--- config.mk ---
export PLATFORM = sky130hd
export DESIGN_NAME = sdcmd_issue
export DESIGN_NICKNAME = d
export VERILOG_FILES = /design/src/rtl/sdcmd_pkg.sv /design/src/rtl/sdcmd_seq.sv /design/src/rtl/sdcmd_rsp.sv /design/src/rtl/sdcmd_sts.sv /design/src/rtl/sdcmd_issue.sv
export SDC_FILE = /design/constraint.sdc
export NUM_CORES = 1
export LEC_CHECK = 0
export BUFFER_PORTS_ARGS = -buffer_cell sky130_fd_sc_hd__buf_4
export CORE_AREA = 2 2 160 162
export CTS_BUF_LIST = sky130_fd_sc_hd__clkbuf_8
export CTS_CLUSTER_DIAMETER = 80
export DETAILED_ROUTE_END_ITERATION = 10
export DIE_AREA = 0 0 162 164
export PLACE_DENSITY = 0.51
export SLEW_MARGIN = 20
export SYNTH_ARGS = -nofsm -noshare
export SYNTH_HDL_FRONTEND = slang
export SYNTH_SLANG_ARGS = --single-unit
--- constraint.sdc ---
create_clock -name clk -period 5.7 [get_ports clk]
set_clock_uncertainty 0.2 [all_clocks]
set_input_delay 1.71 -clock clk [delete_from_list [all_inputs] [get_ports clk]]
set_output_delay 1.71 -clock clk [all_outputs]
set_load 0.005 [all_outputs]
--- src/rtl/sdcmd_pkg.sv ---
package sdcmd_pkg;
    localparam int IDX_W      = 6;
    localparam int ARG_W      = 32;
    localparam int WORD_W     = 32;
    localparam int RSP_WORDS  = 4;
    localparam int CRC_W      = 8;
    localparam int STS_W      = 5;
    localparam int FR_IDX_LSB = 40;     // index field position in a short frame

    // status bit positions
    localparam int ST_CMPL = 0;
    localparam int ST_TMO  = 1;
    localparam int ST_CRC  = 2;
    localparam int ST_IDX  = 3;
    localparam int ST_ERR  = 4;

    typedef enum logic [1:0] {
        RSP_NONE       = 2'b00,
        RSP_LONG       = 2'b01,
        RSP_SHORT      = 2'b10,
        RSP_SHORT_BUSY = 2'b11
    } rsp_kind_e;

    typedef struct packed {
        logic [IDX_W-1:0] idx;
        logic             with_data;
        logic             idx_chk;
        logic             crc_chk;
        rsp_kind_e        kind;
    } cmd_t;

    typedef enum logic [1:0] {SQ_IDLE, SQ_SEND, SQ_WAIT} seq_e;

    function automatic cmd_t decode_cmd(input logic [15:0] w);
        cmd_t c;
        c.idx       = w[13:8];
        c.with_data = w[5];
        c.idx_chk   = w[4];
        c.crc_chk   = w[3];
        c.kind      = rsp_kind_e'(w[1:0]);
        return c;
    endfunction

    function automatic logic needs_dat(input cmd_t c);
        return c.with_data || (c.kind == RSP_SHORT_BUSY);
    endfunction
endpackage

--- src/rtl/sdcmd_seq.sv ---
module sdcmd_seq
    import sdcmd_pkg::*;
(
    input  logic        clk,
    input  logic        rst,
    input  logic        cmd_we,
    input  logic [15:0] cmd_wdata,
    input  logic        ser_done,
    input  logic        ser_timeout,
    input  logic        dat0,
    input  logic        xfer_done,
    output logic        ser_start,
    output cmd_t        cur,
    output logic        cmd_inh,
    output logic        dat_inh,
    output logic        cap_evt,
    output logic        tmo_evt,
    output logic        busy_ok_evt
);
    seq_e st;
    cmd_t wr;
    logic accept, done_evt;
    logic busy_pend, busy_arm, data_pend;

    assign wr          = decode_cmd(cmd_wdata);
    assign cmd_inh     = (st != SQ_IDLE);
    assign dat_inh     = busy_pend | data_pend;
    assign accept      = cmd_we && !cmd_inh && !(dat_inh && needs_dat(wr));
    assign done_evt    = (st == SQ_WAIT) && ser_done;
    assign cap_evt     = done_evt && !ser_timeout;
    assign tmo_evt     = done_evt && ser_timeout;
    assign busy_ok_evt = busy_arm && dat0;
    assign ser_start   = (st == SQ_SEND);

    always_ff @(posedge clk) begin
        if (rst) begin
            st        <= SQ_IDLE;
            cur       <= '0;
            busy_pend <= 1'b0;
            busy_arm  <= 1'b0;
            data_pend <= 1'b0;
        end else begin
            case (st)
                SQ_IDLE: if (accept) begin
                    st  <= SQ_SEND;
                    cur <= wr;
                end
                SQ_SEND: st <= SQ_WAIT;
                SQ_WAIT: if (ser_done) st <= SQ_IDLE;
                default: st <= SQ_IDLE;
            endcase
            if (busy_ok_evt) begin
                busy_pend <= 1'b0;
                busy_arm  <= 1'b0;
            end
            if (cap_evt && cur.kind == RSP_SHORT_BUSY) busy_arm <= 1'b1;
            if (tmo_evt) begin
                busy_pend <= 1'b0;
                data_pend <= 1'b0;
            end
            if (xfer_done) data_pend <= 1'b0;
            if (accept && wr.kind == RSP_SHORT_BUSY) busy_pend <= 1'b1;
            if (accept && wr.with_data) data_pend <= 1'b1;
        end
    end
endmodule

--- src/rtl/sdcmd_rsp.sv ---
module sdcmd_rsp
    import sdcmd_pkg::*;
#(
    parameter int WORDS = RSP_WORDS,
    parameter int WBITS = WORD_W
) (
    input  logic                         clk,
    input  logic                         rst,
    input  logic                         cap,
    input  cmd_t                         cur,
    input  logic [WORDS*WBITS+CRC_W-1:0] frame,
    input  logic                         crc_flag,
    output logic [WORDS*WBITS-1:0]       resp,
    output logic                         crc_err,
    output logic                         idx_err
);
    localparam int RESP_W = WORDS * WBITS;
    localparam int BODY_W = RESP_W - CRC_W;

    logic [RESP_W-1:0] shifted;
    logic [WBITS-1:0]  word_q [WORDS];
    logic              short_kind;

    // CRC byte dropped: every stored bit sits CRC_W below its frame position
    assign shifted    = {{CRC_W{1'b0}}, frame[CRC_W +: BODY_W]};
    assign short_kind = (cur.kind == RSP_SHORT) || (cur.kind == RSP_SHORT_BUSY);
    assign crc_err    = cap && cur.crc_chk && (cur.kind != RSP_NONE) && crc_flag;
    assign idx_err    = cap && cur.idx_chk && short_kind &&
                        (frame[FR_IDX_LSB +: IDX_W] != cur.idx);

    for (genvar gi = 0; gi < WORDS; gi++) begin : g_word
        logic load;
        assign load = cap && ((cur.kind == RSP_LONG) || (gi == 0 && short_kind));
        always_ff @(posedge clk) begin
            if (rst)       word_q[gi] <= '0;
            else if (load) word_q[gi] <= shifted[gi*WBITS +: WBITS];
        end
        assign resp[gi*WBITS +: WBITS] = word_q[gi];
    end
endmodule

--- src/rtl/sdcmd_sts.sv ---
module sdcmd_sts #(
    parameter int N = 5
) (
    input  logic         clk,
    input  logic         rst,
    input  logic [N-1:0] set,
    input  logic         clr_we,
    input  logic [N-1:0] clr,
    output logic [N-1:0] q
);
    logic [N-1:0] clr_mask;
    assign clr_mask = clr_we ? clr : '0;

    always_ff @(posedge clk) begin
        if (rst) q <= '0;
        else     q <= (q & ~clr_mask) | set;
    end
endmodule

--- src/rtl/sdcmd_issue.sv ---
module sdcmd_issue
    import sdcmd_pkg::*;
#(
    parameter int ARG_BITS = ARG_W,
    parameter int N_WORDS  = RSP_WORDS,
    parameter int WBITS    = WORD_W
) (
    input  logic                           clk,
    input  logic                           rst,
    input  logic                           arg_we,
    input  logic [ARG_BITS-1:0]            arg_wdata,
    input  logic                           cmd_we,
    input  logic [15:0]                    cmd_wdata,
    input  logic                           sts_w1c_we,
    input  logic [STS_W-1:0]               sts_w1c_data,
    input  logic [3:0]                     dat_in,
    input  logic                           xfer_done,
    output logic                           ser_start,
    output logic [IDX_W-1:0]               ser_index,
    output logic [ARG_BITS-1:0]            ser_arg,
    output logic                           ser_long,
    input  logic                           ser_done,
    input  logic                           ser_timeout,
    input  logic                           ser_crc_err,
    input  logic [N_WORDS*WBITS+CRC_W-1:0] ser_frame,
    output logic [31:0]                    present_state,
    output logic [STS_W-1:0]               status,
    output logic [N_WORDS*WBITS-1:0]       resp_q
);
    cmd_t                cur;
    logic                cmd_inh, dat_inh, cap_evt, tmo_evt, busy_ok_evt;
    logic                crc_err, idx_err;
    logic [STS_W-1:0]    sts_set;
    logic [ARG_BITS-1:0] arg_q;

    always_ff @(posedge clk) begin
        if (rst)         arg_q <= '0;
        else if (arg_we) arg_q <= arg_wdata;
    end

    sdcmd_seq i_seq (
        .clk(clk), .rst(rst), .cmd_we(cmd_we), .cmd_wdata(cmd_wdata),
        .ser_done(ser_done), .ser_timeout(ser_timeout), .dat0(dat_in[0]),
        .xfer_done(xfer_done), .ser_start(ser_start), .cur(cur),
        .cmd_inh(cmd_inh), .dat_inh(dat_inh), .cap_evt(cap_evt),
        .tmo_evt(tmo_evt), .busy_ok_evt(busy_ok_evt)
    );

    sdcmd_rsp #(.WORDS(N_WORDS), .WBITS(WBITS)) i_rsp (
        .clk(clk), .rst(rst), .cap(cap_evt), .cur(cur), .frame(ser_frame),
        .crc_flag(ser_crc_err), .resp(resp_q), .crc_err(crc_err), .idx_err(idx_err)
    );

    always_comb begin
        sts_set          = '0;
        sts_set[ST_CMPL] = (cap_evt && cur.kind != RSP_SHORT_BUSY) || busy_ok_evt;
        sts_set[ST_TMO]  = tmo_evt;
        sts_set[ST_CRC]  = crc_err;
        sts_set[ST_IDX]  = idx_err;
        sts_set[ST_ERR]  = tmo_evt | crc_err | idx_err;
    end

    sdcmd_sts #(.N(STS_W)) i_sts (
        .clk(clk), .rst(rst), .set(sts_set), .clr_we(sts_w1c_we),
        .clr(sts_w1c_data), .q(status)
    );

    assign ser_index     = cur.idx;
    assign ser_long      = (cur.kind == RSP_LONG);
    assign ser_arg       = arg_q;
    assign present_state = {8'h00, dat_in, 18'h0, dat_inh, cmd_inh};
endmodule

==> run metrics <==
CTS tree done; most common cell after layout, fill and taps aside buf_4; postcts setup bufs 0; Worst Path Buf+Inv 2; period utilization between 60% and 70%; routing usage on met2 a little under a quarter; Post-layout nets around 1,000; Synth top area share between 50% and 60%; Initial Util 27.7%; R2R Path Start i_seq.st[1]; CP startpoint kind primary input; Slew Limit Fails 0; post-synthesis instance total between 500 and 600; fin cells between 1,000 and 1,500; Hold Crit Class reg -> reg; GRT overflow 0; XOR/XNOR Fraction of Synth Area less than 1%; Avg WL per Cell about 17 um; Final Instance Area between 0.009 and 0.01 mm^2; VDD IR max around 0.0001 V; P_leak 4.62 nW; Initial DRC Count 217; Post-Synthesis Cell Area a little under 0.007 mm^2; yosys warns 0; Critical Path End Type output pin; crit-path max cell delay 130 ps; first-pass GRT wire length approximately 28,000 um; Worst-path clk slew between 100 and 150 ps; Synth Area in Compound Gates under 10%; WP data required roughly 3800 ps; Crit path top cell by count buf_4; Power Dens Cells between 200 and 300 mW/mm^2; final total power between 2 and 3 mW; highest-count cells in the layout ignoring fill and taps 350 x buf_4, 120 x edfxtp_1, 66 x and2_1; Die Wd roughly 160 um; clk_lat worst skew approximately 450 ps; critical path type in -> out; FF-to-FF path depth 3; Root Buffer clkbuf_8; Ports 407; Arrival @ worst endpoint between 1500 and 2000 ps; Min Hold Slack approximately 270 ps; worst-margin pin slew about 800 ps; placer congestion estimate 0.724; # H-tree levels 4; mux share of post-synthesis cell area under 10%; WHS Endpoint i_sts.q[1]; post-route ant nets 0; sequential area share after synthesis slightly below 70%; First-pass DRT Iterations 4; pin count of the biggest net entering global routing 89; Fin Setup TNS 0 ps; cts hold-fix bufs 0; CP max stage cell buf_4; Die Ht between 150 and 200 um; # rows 58; initial antenna violation count 1; post-synthesis register bit count around 170; unrepaired setup endpoints after global routing false; drt via density ~4.1; Yosys top cell by area edfxtp_1; DP Cell Count between 1,000 and 1,500; clock period minus worst slack 3880 ps; vias ~4,800; Distinct cells, synth 36; TritonCTS Buffers 17; antenna diode count 0; Clock Sinks between 150 and 200; Worst Hold Depth 2; Worst slew margin between 40% and 50%; # setup viols final 0; area growth from synthesis to layout 44.7%; Synth Area in Simple Gates ~17%; final wirelength roughly 19,000 um; Worst Path Max Fanout 4; status finished clean; dpl hpwl approximately 14,000 um; final hold violation count 0; adder-cell share of the synthesized area 0%; hold wc startpoint i_sts.q[1]; vias in the first global route approximately 4,700; layout cells sized above 1 around half; clk buf depth 2; number of max-cap violations 0; maximum clock rate 258 MHz; total of cells resized after clock tree synthesis 0; Syn Area/Cell 13.6 um^2; Synth area leaders edfxtp_1 52%, dfxtp_1 15%, mux2i_1 6.1%; met1 Use GR between 10% and 20%; worst flop-to-flop path endpoint i_rsp.word_q[1][2]; cell family with most CP delay buffers and inverters; total track usage 14.1%; Post-DP Area about 0.0096 mm^2; r2r setup slk 3360 ps; # port buffers 345; Core ar. about 0.025 mm^2; crit path cell chain buf_4, buf_4; grt peak-use layer met2; largest family of logic cells by synthesized area simple AND/OR/NAND/NOR gates; drt drc 0; met3 Use GR 5.20%; die area roughly 0.027 mm^2
==> layer usage <==
layer  vias to the layer above  share of wire [%]
li1                       2292                  -
met1                      2251                 40
met2                       260                 49
met3                        19                 10
met4                         2                1.5
met5                         -              0.082
==> state kept, by name, summed over array words and instances, names as in the netlist <==
register,flops
i_rsp.word_q,120
ser_arg,32
i_seq.cur,10
i_sts.q,5
i_seq.st,2
i_seq.busy_arm,1
i_seq.busy_pend,1
i_seq.data_pend,1
==> worst max-delay path by stage <==
stage                start                  end  slack [ps]  cells after the start
3_3_place_gp           rst  i_rsp.word_q[2][15]        1800                      3
6_report         dat_in[0]    present_state[20]        1820                      2
3_5_place_dp     dat_in[0]    present_state[20]        1820                      2
2_1_floorplan  ser_timeout   i_rsp.word_q[1][0]        1140                      2
4_1_cts          dat_in[0]    present_state[20]        1820                      2
5_1_grt          dat_in[0]    present_state[20]        1810                      2
==> logic make-up after synthesis <==
group                     count (synthesis)
buffers and inverters                    73
muxes                                    42
and+or+nand+nor                         198
xor gates and xnor gates                  6
DFF                                     172
AOI/OAI and AO/OA                        13
other                                     1
==> synth_stat cells <==
master    instances
nand2_1          10
xor2_1            6
a21o_1            1
nand2b_4          1
a21oi_1           3
a32oi_1           2
nor3b_4           1
mux2i_1          42
nand3b_1          2
nand4_1           1
a211o_1           1
a21boi_0          1
nand4b_1          1
a311oi_1          1
o21ai_0           1
nand3_1           1
and4bb_4          1
inv_1             4
and2_2           54
and2_1           66
nor4_1            1
or2_2             1
and2b_1           1
o21a_1            1
buf_4            46
nor2b_1           2
conb_1            1
clkbuf_1         15
nor2_1           54
edfxtp_1        120
nor3b_1           1
a222oi_1          1
buf_2             4
dfxtp_1          52
buf_6             4
o211ai_1          1
==> through the flow <==
stage	setup slack [ps]	util, %
after CTS	1820	40.1
after detailed placement	1820	38.6
after floorplan	1140	-
final	1820	40.1
after global placement	1800	38.6
after global routing	1810	40.1
==> report_power, final <==
| group | internal, mW | switching [mW] |
|---|---|---|
| Clock | 0.356 | 0.500 |
| Combinational | 0.166 | 0.111 |
| Sequential | 1.38 | 0.0238 |
==> layout make-up <==
| type | instances | area, um^2 |
|---|---|---|
| clock buffers | 17 | 234 |
| flip-flops and latches | 172 | 4640 |
| well taps | 330 | 413 |
| multi-input cells | 293 | 1890 |
| clock inverters | 15 | 138 |
| fillers | 2454 | 14900 |
| repair buffers | 350 | 2630 |
| inverters | 4 | 15.0 |
No activity file was read; power rests on OpenSTA's default activity.
